[src/rtl/sleepctl_pkg.sv]
// Package: shared layout of the sleep control word and the request kinds.
// Assumes the field positions below are fixed by the software contract.
package sleepctl_pkg;
    localparam int REG_W      = 16;
    localparam int SLP_GO_BIT = 13;
    localparam int TYPE_LSB   = 10;
    localparam int TYPE_W     = 3;
    localparam int SCI_BIT    = 0;
    localparam logic [1:0] SIZE_HALF = 2'd1;
    localparam logic [TYPE_W-1:0] TYPE_OFF = 3'd0;
    localparam logic [TYPE_W-1:0] TYPE_RAM = 3'd1;

    typedef enum logic [1:0] {
        SLP_NONE = 2'd0,
        SLP_OFF  = 2'd1,
        SLP_RAM  = 2'd2,
        SLP_DISK = 2'd3
    } sleep_kind_e;
endpackage

[src/rtl/sleepctl_bus_decode.sv]
// Module: access decoder. It qualifies accesses by address and width, and
// returns read data. Assumes reads complete in the same cycle.
module sleepctl_bus_decode #(
    parameter int ADDR_W     = 8,
    parameter int REG_OFFSET = 4
) (
    input  logic                               acc_valid,
    input  logic                               acc_write,
    input  logic [ADDR_W-1:0]                  acc_addr,
    input  logic [1:0]                         acc_size,
    input  logic [sleepctl_pkg::REG_W-1:0]     ctl_q,
    output logic                               wr_hit,
    output logic [sleepctl_pkg::REG_W-1:0]     acc_rdata
);
    import sleepctl_pkg::*;

    localparam logic [ADDR_W-1:0] OFFSET = ADDR_W'(REG_OFFSET);

    logic hit;
    logic rd_hit;

    // Accept only 16-bit accesses to the register offset.
    always_comb begin
        hit    = acc_valid && (acc_addr == OFFSET) && (acc_size == SIZE_HALF);
        wr_hit = hit && acc_write;
        rd_hit = hit && !acc_write;
    end

    // Return the stored word on an accepted read, zero otherwise.
    always_comb begin
        acc_rdata = rd_hit ? ctl_q : '0;
    end
endmodule

[src/rtl/sleepctl_reg.sv]
// Module: storage for the control word. Sleep-go is dropped on every write,
// and the interrupt-enable bit can be forced by side inputs, with set
// winning. Assumes a synchronous active-low reset.
module sleepctl_reg (
    input  logic                           clk,
    input  logic                           rst_n,
    input  logic                           wr_hit,
    input  logic [sleepctl_pkg::REG_W-1:0] wdata,
    input  logic                           sci_set,
    input  logic                           sci_clr,
    output logic [sleepctl_pkg::REG_W-1:0] ctl_q
);
    import sleepctl_pkg::*;

    localparam logic [REG_W-1:0] KEEP_MASK = ~(REG_W'(1) << SLP_GO_BIT);

    logic [REG_W-1:0] ctl_d;

    // Next word: apply the write first, then the enable overrides.
    always_comb begin
        ctl_d = ctl_q;
        if (wr_hit) begin
            ctl_d = wdata & KEEP_MASK;
        end
        if (sci_set) begin
            ctl_d[SCI_BIT] = 1'b1;
        end else if (sci_clr) begin
            ctl_d[SCI_BIT] = 1'b0;
        end
    end

    // Register the word with synchronous reset.
    always_ff @(posedge clk) begin
        if (!rst_n) begin
            ctl_q <= '0;
        end else begin
            ctl_q <= ctl_d;
        end
    end
endmodule

[src/rtl/sleepctl_sleep_decode.sv]
// Module: sleep-type decoder. It turns a write that carries sleep-go into
// one-cycle request pulses. Types 0 and 1 are fixed; the disk state is
// picked by a configured match that only types 2 to 7 can hit.
module sleepctl_sleep_decode (
    input  logic                                clk,
    input  logic                                rst_n,
    input  logic                                wr_hit,
    input  logic                                slp_go,
    input  logic [sleepctl_pkg::TYPE_W-1:0]     slp_type,
    input  logic [sleepctl_pkg::TYPE_W-1:0]     cfg_s4_type,
    output logic                                poweroff_req,
    output logic                                suspend_req,
    output logic                                disk_notify
);
    import sleepctl_pkg::*;

    sleep_kind_e kind;

    // Classify the write into a request kind.
    always_comb begin
        kind = SLP_NONE;
        if (wr_hit && slp_go) begin
            if (slp_type == TYPE_OFF) begin
                kind = SLP_OFF;
            end else if (slp_type == TYPE_RAM) begin
                kind = SLP_RAM;
            end else if (slp_type == cfg_s4_type) begin
                kind = SLP_DISK;
            end
        end
    end

    // Register the pulses; they fall back to zero on the next cycle.
    always_ff @(posedge clk) begin
        if (!rst_n) begin
            poweroff_req <= 1'b0;
            suspend_req  <= 1'b0;
            disk_notify  <= 1'b0;
        end else begin
            poweroff_req <= (kind == SLP_OFF) || (kind == SLP_DISK);
            suspend_req  <= (kind == SLP_RAM);
            disk_notify  <= (kind == SLP_DISK);
        end
    end
endmodule

[src/rtl/sleepctl_top.sv]
// Module: sleep control register decoder top. It ties the access decoder,
// the word storage and the sleep-type decoder together.
module sleepctl_top #(
    parameter int ADDR_W     = 8,
    parameter int REG_OFFSET = 4
) (
    input  logic                               clk,
    input  logic                               rst_n,
    input  logic                               acc_valid,
    input  logic                               acc_write,
    input  logic [ADDR_W-1:0]                  acc_addr,
    input  logic [1:0]                         acc_size,
    input  logic [sleepctl_pkg::REG_W-1:0]     acc_wdata,
    output logic [sleepctl_pkg::REG_W-1:0]     acc_rdata,
    input  logic [sleepctl_pkg::TYPE_W-1:0]    cfg_s4_type,
    input  logic                               sci_en_set,
    input  logic                               sci_en_clr,
    output logic                               poweroff_req,
    output logic                               suspend_req,
    output logic                               disk_notify
);
    import sleepctl_pkg::*;

    logic             wr_hit;
    logic [REG_W-1:0] ctl_q;

    sleepctl_bus_decode #(
        .ADDR_W     (ADDR_W),
        .REG_OFFSET (REG_OFFSET)
    ) u_dec (
        .acc_valid (acc_valid),
        .acc_write (acc_write),
        .acc_addr  (acc_addr),
        .acc_size  (acc_size),
        .ctl_q     (ctl_q),
        .wr_hit    (wr_hit),
        .acc_rdata (acc_rdata)
    );

    sleepctl_reg u_reg (
        .clk     (clk),
        .rst_n   (rst_n),
        .wr_hit  (wr_hit),
        .wdata   (acc_wdata),
        .sci_set (sci_en_set),
        .sci_clr (sci_en_clr),
        .ctl_q   (ctl_q)
    );

    sleepctl_sleep_decode u_slp (
        .clk          (clk),
        .rst_n        (rst_n),
        .wr_hit       (wr_hit),
        .slp_go       (acc_wdata[SLP_GO_BIT]),
        .slp_type     (acc_wdata[TYPE_LSB +: TYPE_W]),
        .cfg_s4_type  (cfg_s4_type),
        .poweroff_req (poweroff_req),
        .suspend_req  (suspend_req),
        .disk_notify  (disk_notify)
    );
endmodule

[config.mk]
export PLATFORM = sky130hd
export DESIGN_NAME = sleepctl_top
export DESIGN_NICKNAME = d
export VERILOG_FILES = /design/src/rtl/sleepctl_pkg.sv /design/src/rtl/sleepctl_bus_decode.sv /design/src/rtl/sleepctl_reg.sv /design/src/rtl/sleepctl_sleep_decode.sv /design/src/rtl/sleepctl_top.sv
export SDC_FILE = /design/constraint.sdc
export NUM_CORES = 1
export LEC_CHECK = 0
export BUFFER_PORTS_ARGS = -buffer_cell sky130_fd_sc_hd__buf_2
export CAP_MARGIN = 20
export CORE_ASPECT_RATIO = 0.5
export CORE_MARGIN = 4
export CORE_UTILIZATION = 41
export CTS_CLUSTER_DIAMETER = 200
export CTS_CLUSTER_SIZE = 28
export DETAILED_ROUTE_END_ITERATION = 16
export PLACE_DENSITY = 0.76
export SLEW_MARGIN = 20
export SYNTH_ARGS = -nofsm -noshare
export SYNTH_HDL_FRONTEND = slang
export SYNTH_HIERARCHICAL = 1
export SYNTH_SLANG_ARGS = --single-unit
[constraint.sdc]
create_clock -name clk -period 2 [get_ports clk]
set_input_delay 0.4 -clock clk [delete_from_list [all_inputs] [get_ports clk]]
set_output_delay 0.4 -clock clk [all_outputs]
set_load 0.01 [all_outputs]
After elaboration in Yosys (flattened, before gate mapping). Cells that the tools add are included.

Reductions and logical operators: 9. Muxes and demuxes: 8. Equal/unequal tests: 7.

Operators by type and width (count): $mux 16 (1); $eq 8x3->1 const B (1); $mux 2 (4); $logic_and 1x1->1 (5); $eq 2x1->1 const B (2); $eq 2x2->1 const B (2); $eq 3x1->1 const B (1); $eq 3x3->1 (1); $logic_not 3->1 (1); $mux 1 (3); $reduce_bool 3->1 (1); $logic_not 1->1 (1); $logic_or 1x1->1 (1).

Output and inout bits: 19. Register bits after elaboration: 18. Bits of input ports: 35.

Longest topological paths before layout.
Depth after elaboration: 8. Depth in mapped cells: 8. Depth with buffers taken out: 4.

Cells and area by module. The synthesis kept the hierarchy.

By module, submodules not included: sleepctl_reg (cells an instance 52, times used 1, area an instance 599.3 µm²); sleepctl_bus_decode (cells an instance 45, times used 1, area an instance 352.8 µm²); sleepctl_sleep_decode (cells an instance 15, times used 1, area an instance 143.9 µm²).

Least setup slack after synthesis. Ideal clock, no wire load.

Kind: input port to flip-flop. From: in acc_addr[1]. To: reg u_reg/ctl_q[0] (netlist bit). Data arrival time: 1.949 ns. Path slack: -0.067 ns. Stages on the path: 8. Library setup time: 0.118 ns. Path through: or4_4 > buf_6 > buf_8 > nor4_2 > buf_6 > buf_12 > mux2i_1 > o21ai_1.

Longest elaborated chain between the ends: 5.

Ends and longest elaborated chain: start: declaration (RTL line sleepctl_top.sv:11) `input logic [ADDR_W-1:0] acc_addr,`; $eq 8x3->1 (RTL line sleepctl_bus_decode.sv:24) `hit = acc_valid && (acc_addr == OFFSET) && (acc_size == SIZE_HALF);`; $logic_and 1x1->1 (2 in a row) (RTL line sleepctl_bus_decode.sv:24); $logic_and 1x1->1 (RTL line sleepctl_bus_decode.sv:25) `wr_hit = hit && acc_write;`; via wr_hit (RTL line sleepctl_top.sv:24) `logic wr_hit;`; $reduce_bool 3->1 (no source line); end signal: assignment (RTL line sleepctl_reg.sv:37) `ctl_q <= ctl_d;`; end: declaration (RTL line sleepctl_reg.sv:11) `output logic [sleepctl_pkg::REG_W-1:0] ctl_q`.

The timed path passes the listed nets, and every way through them passes these cells. A chain may end at the register's enable or synchronous reset.

Worst setup path in the final report.
From: in acc_addr[4]. To: out acc_rdata[14] (netlist bit).

Longest elaborated chain between the ends: 5.

Ends and longest elaborated chain: $eq 8x3->1 (RTL line sleepctl_bus_decode.sv:24); $logic_and 1x1->1 (2 in a row) (RTL line sleepctl_bus_decode.sv:24); $logic_and 1x1->1 (RTL line sleepctl_bus_decode.sv:26) `rd_hit = hit && !acc_write;`; $mux 16 (RTL line sleepctl_bus_decode.sv:31) `acc_rdata = rd_hit ? ctl_q : '0;`; end: declaration (RTL line sleepctl_top.sv:14) `output logic [sleepctl_pkg::REG_W-1:0] acc_rdata,`.

Every way passes these cells.

==> flow_summary.toml <==
[floorplan]
io_pins = 54
start_util_pct = 46.2
core-area_um2 = 2370
die_area_um2 = 3610
die-width_um = 81.1
die_h_um = 44.6
rows = 12

[route]
wl_um = 2600
drt_iter0_markers = 12
num_vias = 973
firstDrtPassIters = 4
vias_per_cell = 4.75
antenna_left = 0
post_drt_wl_per_cell_um = 12.7
drc = 0

[synth]
synth-adder-area-share_pct = 0
synth_cell_types = 31
synthArstFlopShare_pct = 0
synth.mux.area_fraction_pct = 13.7
synth-main-ff-cell = "dfxtp_1"
yosys-top-cells-area = "dfxtp_1, mux2i_1, nor4_2, nor2b_1, nand2b_1"
synth-xor-area-share_pct = 1.48
synth.most_common_cell = "dfxtp_1"
synth.avg_cell_area_um2 = 9.79
syn-cell-area_um2 = 1100
synth_area_leader_cell = "dfxtp_1"
yosys.area_share.simple_pct = 37.1
yosysSeqAreaShare_pct = 32.9
syn_inst = 112
synth.top_cell.area_share_pct = 32.9
synth_compound_area_share_pct = 3.54
synth_seq_cells = 18
yosys_warnings = 6
synth_edf_count = 0
syn_nets = 147
synth_common_cells = "dfxtp_1, mux2i_1, nor2b_1, nand2b_1, nor4_2"
synth_top_family_by_area = "simple AND/OR/NAND/NOR gates"

[critical_path]
setup.worst_path.end_class = "primary output"
slowest_delay_ps = 570
critPathRequiredTime_ps = 1600
critPathArrivalTime_ps = 1630
r2r_start = "u_reg/ctl_q[0]"
worst-path-max-fanout = 12
crit_path_cell_trace = "buf_6 -> or4_4 -> buf_12 -> nor4_4 -> buf_2"
rr_endpoint = "u_reg/ctl_q[0]"
cpMaxStageDelayCell = "or4_4"
rrSetupSlack_ps = 1370
cp_top_family = "simple AND/OR/NAND/NOR gates"
critPathKind = "in -> out"
r2r_cells = 2
crit_buf_inv = 3
startpoint_type = "input port"

[global_routing]
grt_pass1_vias = 909
met3_usage_pct = 4.27
busiest_layer = "met2"
antenna_found_initial = 0
grt_overflow = 0
grt_pass1_wl_um = 3910
use_met2_pct = 25.1
use_met1_pct = 16.6
track_usage_pct = 14.4
grt_max_degree = 18

[finish]
finalInstanceArea_um2 = 1590
seqCellArea_um2 = 360
area_growth_pct = 45.1
fillers = 192
diodes = 0
multi_input_area_um2 = 721
stdcell_count = 205
nNetsFinal = 206
drive_gt1_share_pct = 52.9

[cts]
cts_tree = "yes"
cts_sinks = 18
cts-root-buf = "clkbuf_8"
htree_num_levels = 1
worstSkewPairLatency_ps = 250
clk_path_buf_depth = 2
clk_pin_slew_ps = 60
cts_inserted_buffers = 3

[outcome]
outcome = "finished, violations left"
violations = "setup timing"

[placement]
place_ws_ps = -58.0
io_buffers = 52
place_area_um2 = 1420
dp_hpwl_um = 1910
place_inst = 200
gp_congestion = 0.776

[timing]
finalHoldViolCount = 0
fin_crit_sh_pct = 102
slew_headroom_pct = 61.7
rsz0062_at_grt = "true"
min_period_ps = 2030
timing.hold.ws_ps = 355
drv_slew = 0
max_freq_mhz = 492
worst_slack_ps = -31.3
setup_viol = 11
finalClockSkew_ps = 0
worst_slew_pin_slew_ps = 570

[power_and_ir_drop]
peakVddDrop_uv = 281
power_uw = 767
powerDensity_nw_per_um2 = 482
p_leak_nw = 0.670

[min_path]
worstHoldPathType = "in -> reg"
hold_start = "sci_en_set"
min_path_cells = 3
min_to = "u_reg/ctl_q[0]"

[job]
maxCapViolCount = 0
-- flip-flops by register name, indices dropped and copies added, names as in the netlist --
name,flops
u_slp/suspend_req,1
u_slp/poweroff_req,1
u_reg/ctl_q,15
u_slp/disk_notify,1
-- repair_timing --
| item | CTS | global route |
|---|---|---|
| cloned | 0 | 0 |
| hold buffers | 0 | 0 |
| setup endpoints to repair | 15 | 15 |
| gates resized for setup | 9 | 7 |
| pin swaps | 1 | 2 |
| buffers inserted | 1 | 0 |
-- metal layers --
layer  wire length (um)  vias up
li1                   -      500
met1               1190      448
met2               1240       20
met3                129        5
met4                 43        0
met5                  0        -
-- worst max path at each step --
stage	slack (ps)	from	endpoint	cells after the start
after detailed placement	-60	acc_addr[1]	acc_rdata[8]	5
after CTS	-9	acc_addr[4]	acc_rdata[8]	5
after global placement	-50	acc_addr[1]	acc_rdata[2]	5
after global routing	-80	acc_addr[4]	acc_rdata[10]	5
after floorplan	-20	acc_addr[1]	u_reg/ctl_q[0]	8
final	-30	acc_addr[4]	acc_rdata[14]	5
-- worst register-to-register path, cell delays in order, from the launching register on --
cell and delay (ps):
dfxtp_1 320, mux2i_1 120, o21ai_1 80
-- stage by stage --
step	TNS, ps	utilization [%]
2_1_floorplan	-17.6	-
3_3_place_gp	-363	59.9
3_5_place_dp	-526	59.9
4_1_cts	-16.5	64.7
5_1_grt	-627	67.0
6_report	-182	67.0
-- power breakdown --
group | leakage (nW) | switching (mW) | internal (mW)
Clock | 0.0288 | 0.129 | 0.175
Sequential | 0.145 | 0.000901 | 0.360
Combinational | 0.496 | 0.0487 | 0.0538
Total | 0.670 | 0.178 | 0.589
-- cell usage in the layout (no fill, tap or decap), types with 2 or more instances in the layout --
master	n
buf_2	51
nor4_2	8
nor2b_1	14
nor2_1	3
nand2b_1	10
nor4_4	8
buf_4	11
nand2_1	2
dfxtp_1	18
clkbuf_8	4
mux2i_1	15
inv_1	8
buf_6	2
-- cell families (layout without fill, tap and decap cells) --
logic type	Yosys count	after routing
AOI/OAI and AO/OA	5	5
DFF	18	18
xor gates and xnor gates	1	1
other	1	1
buffers and inverters	19	77
and+or+nand+nor	53	53
muxes	15	15
-- cell type report --
type,count,share of cell area [%]
multi-input cells,75,45.3
repair buffers,65,23.9
flip-flops and latches,18,22.7
clock buffers,4,3.46
well taps,35,2.75
inverters,8,1.89
No activity file was read; power rests on OpenSTA's default activity.
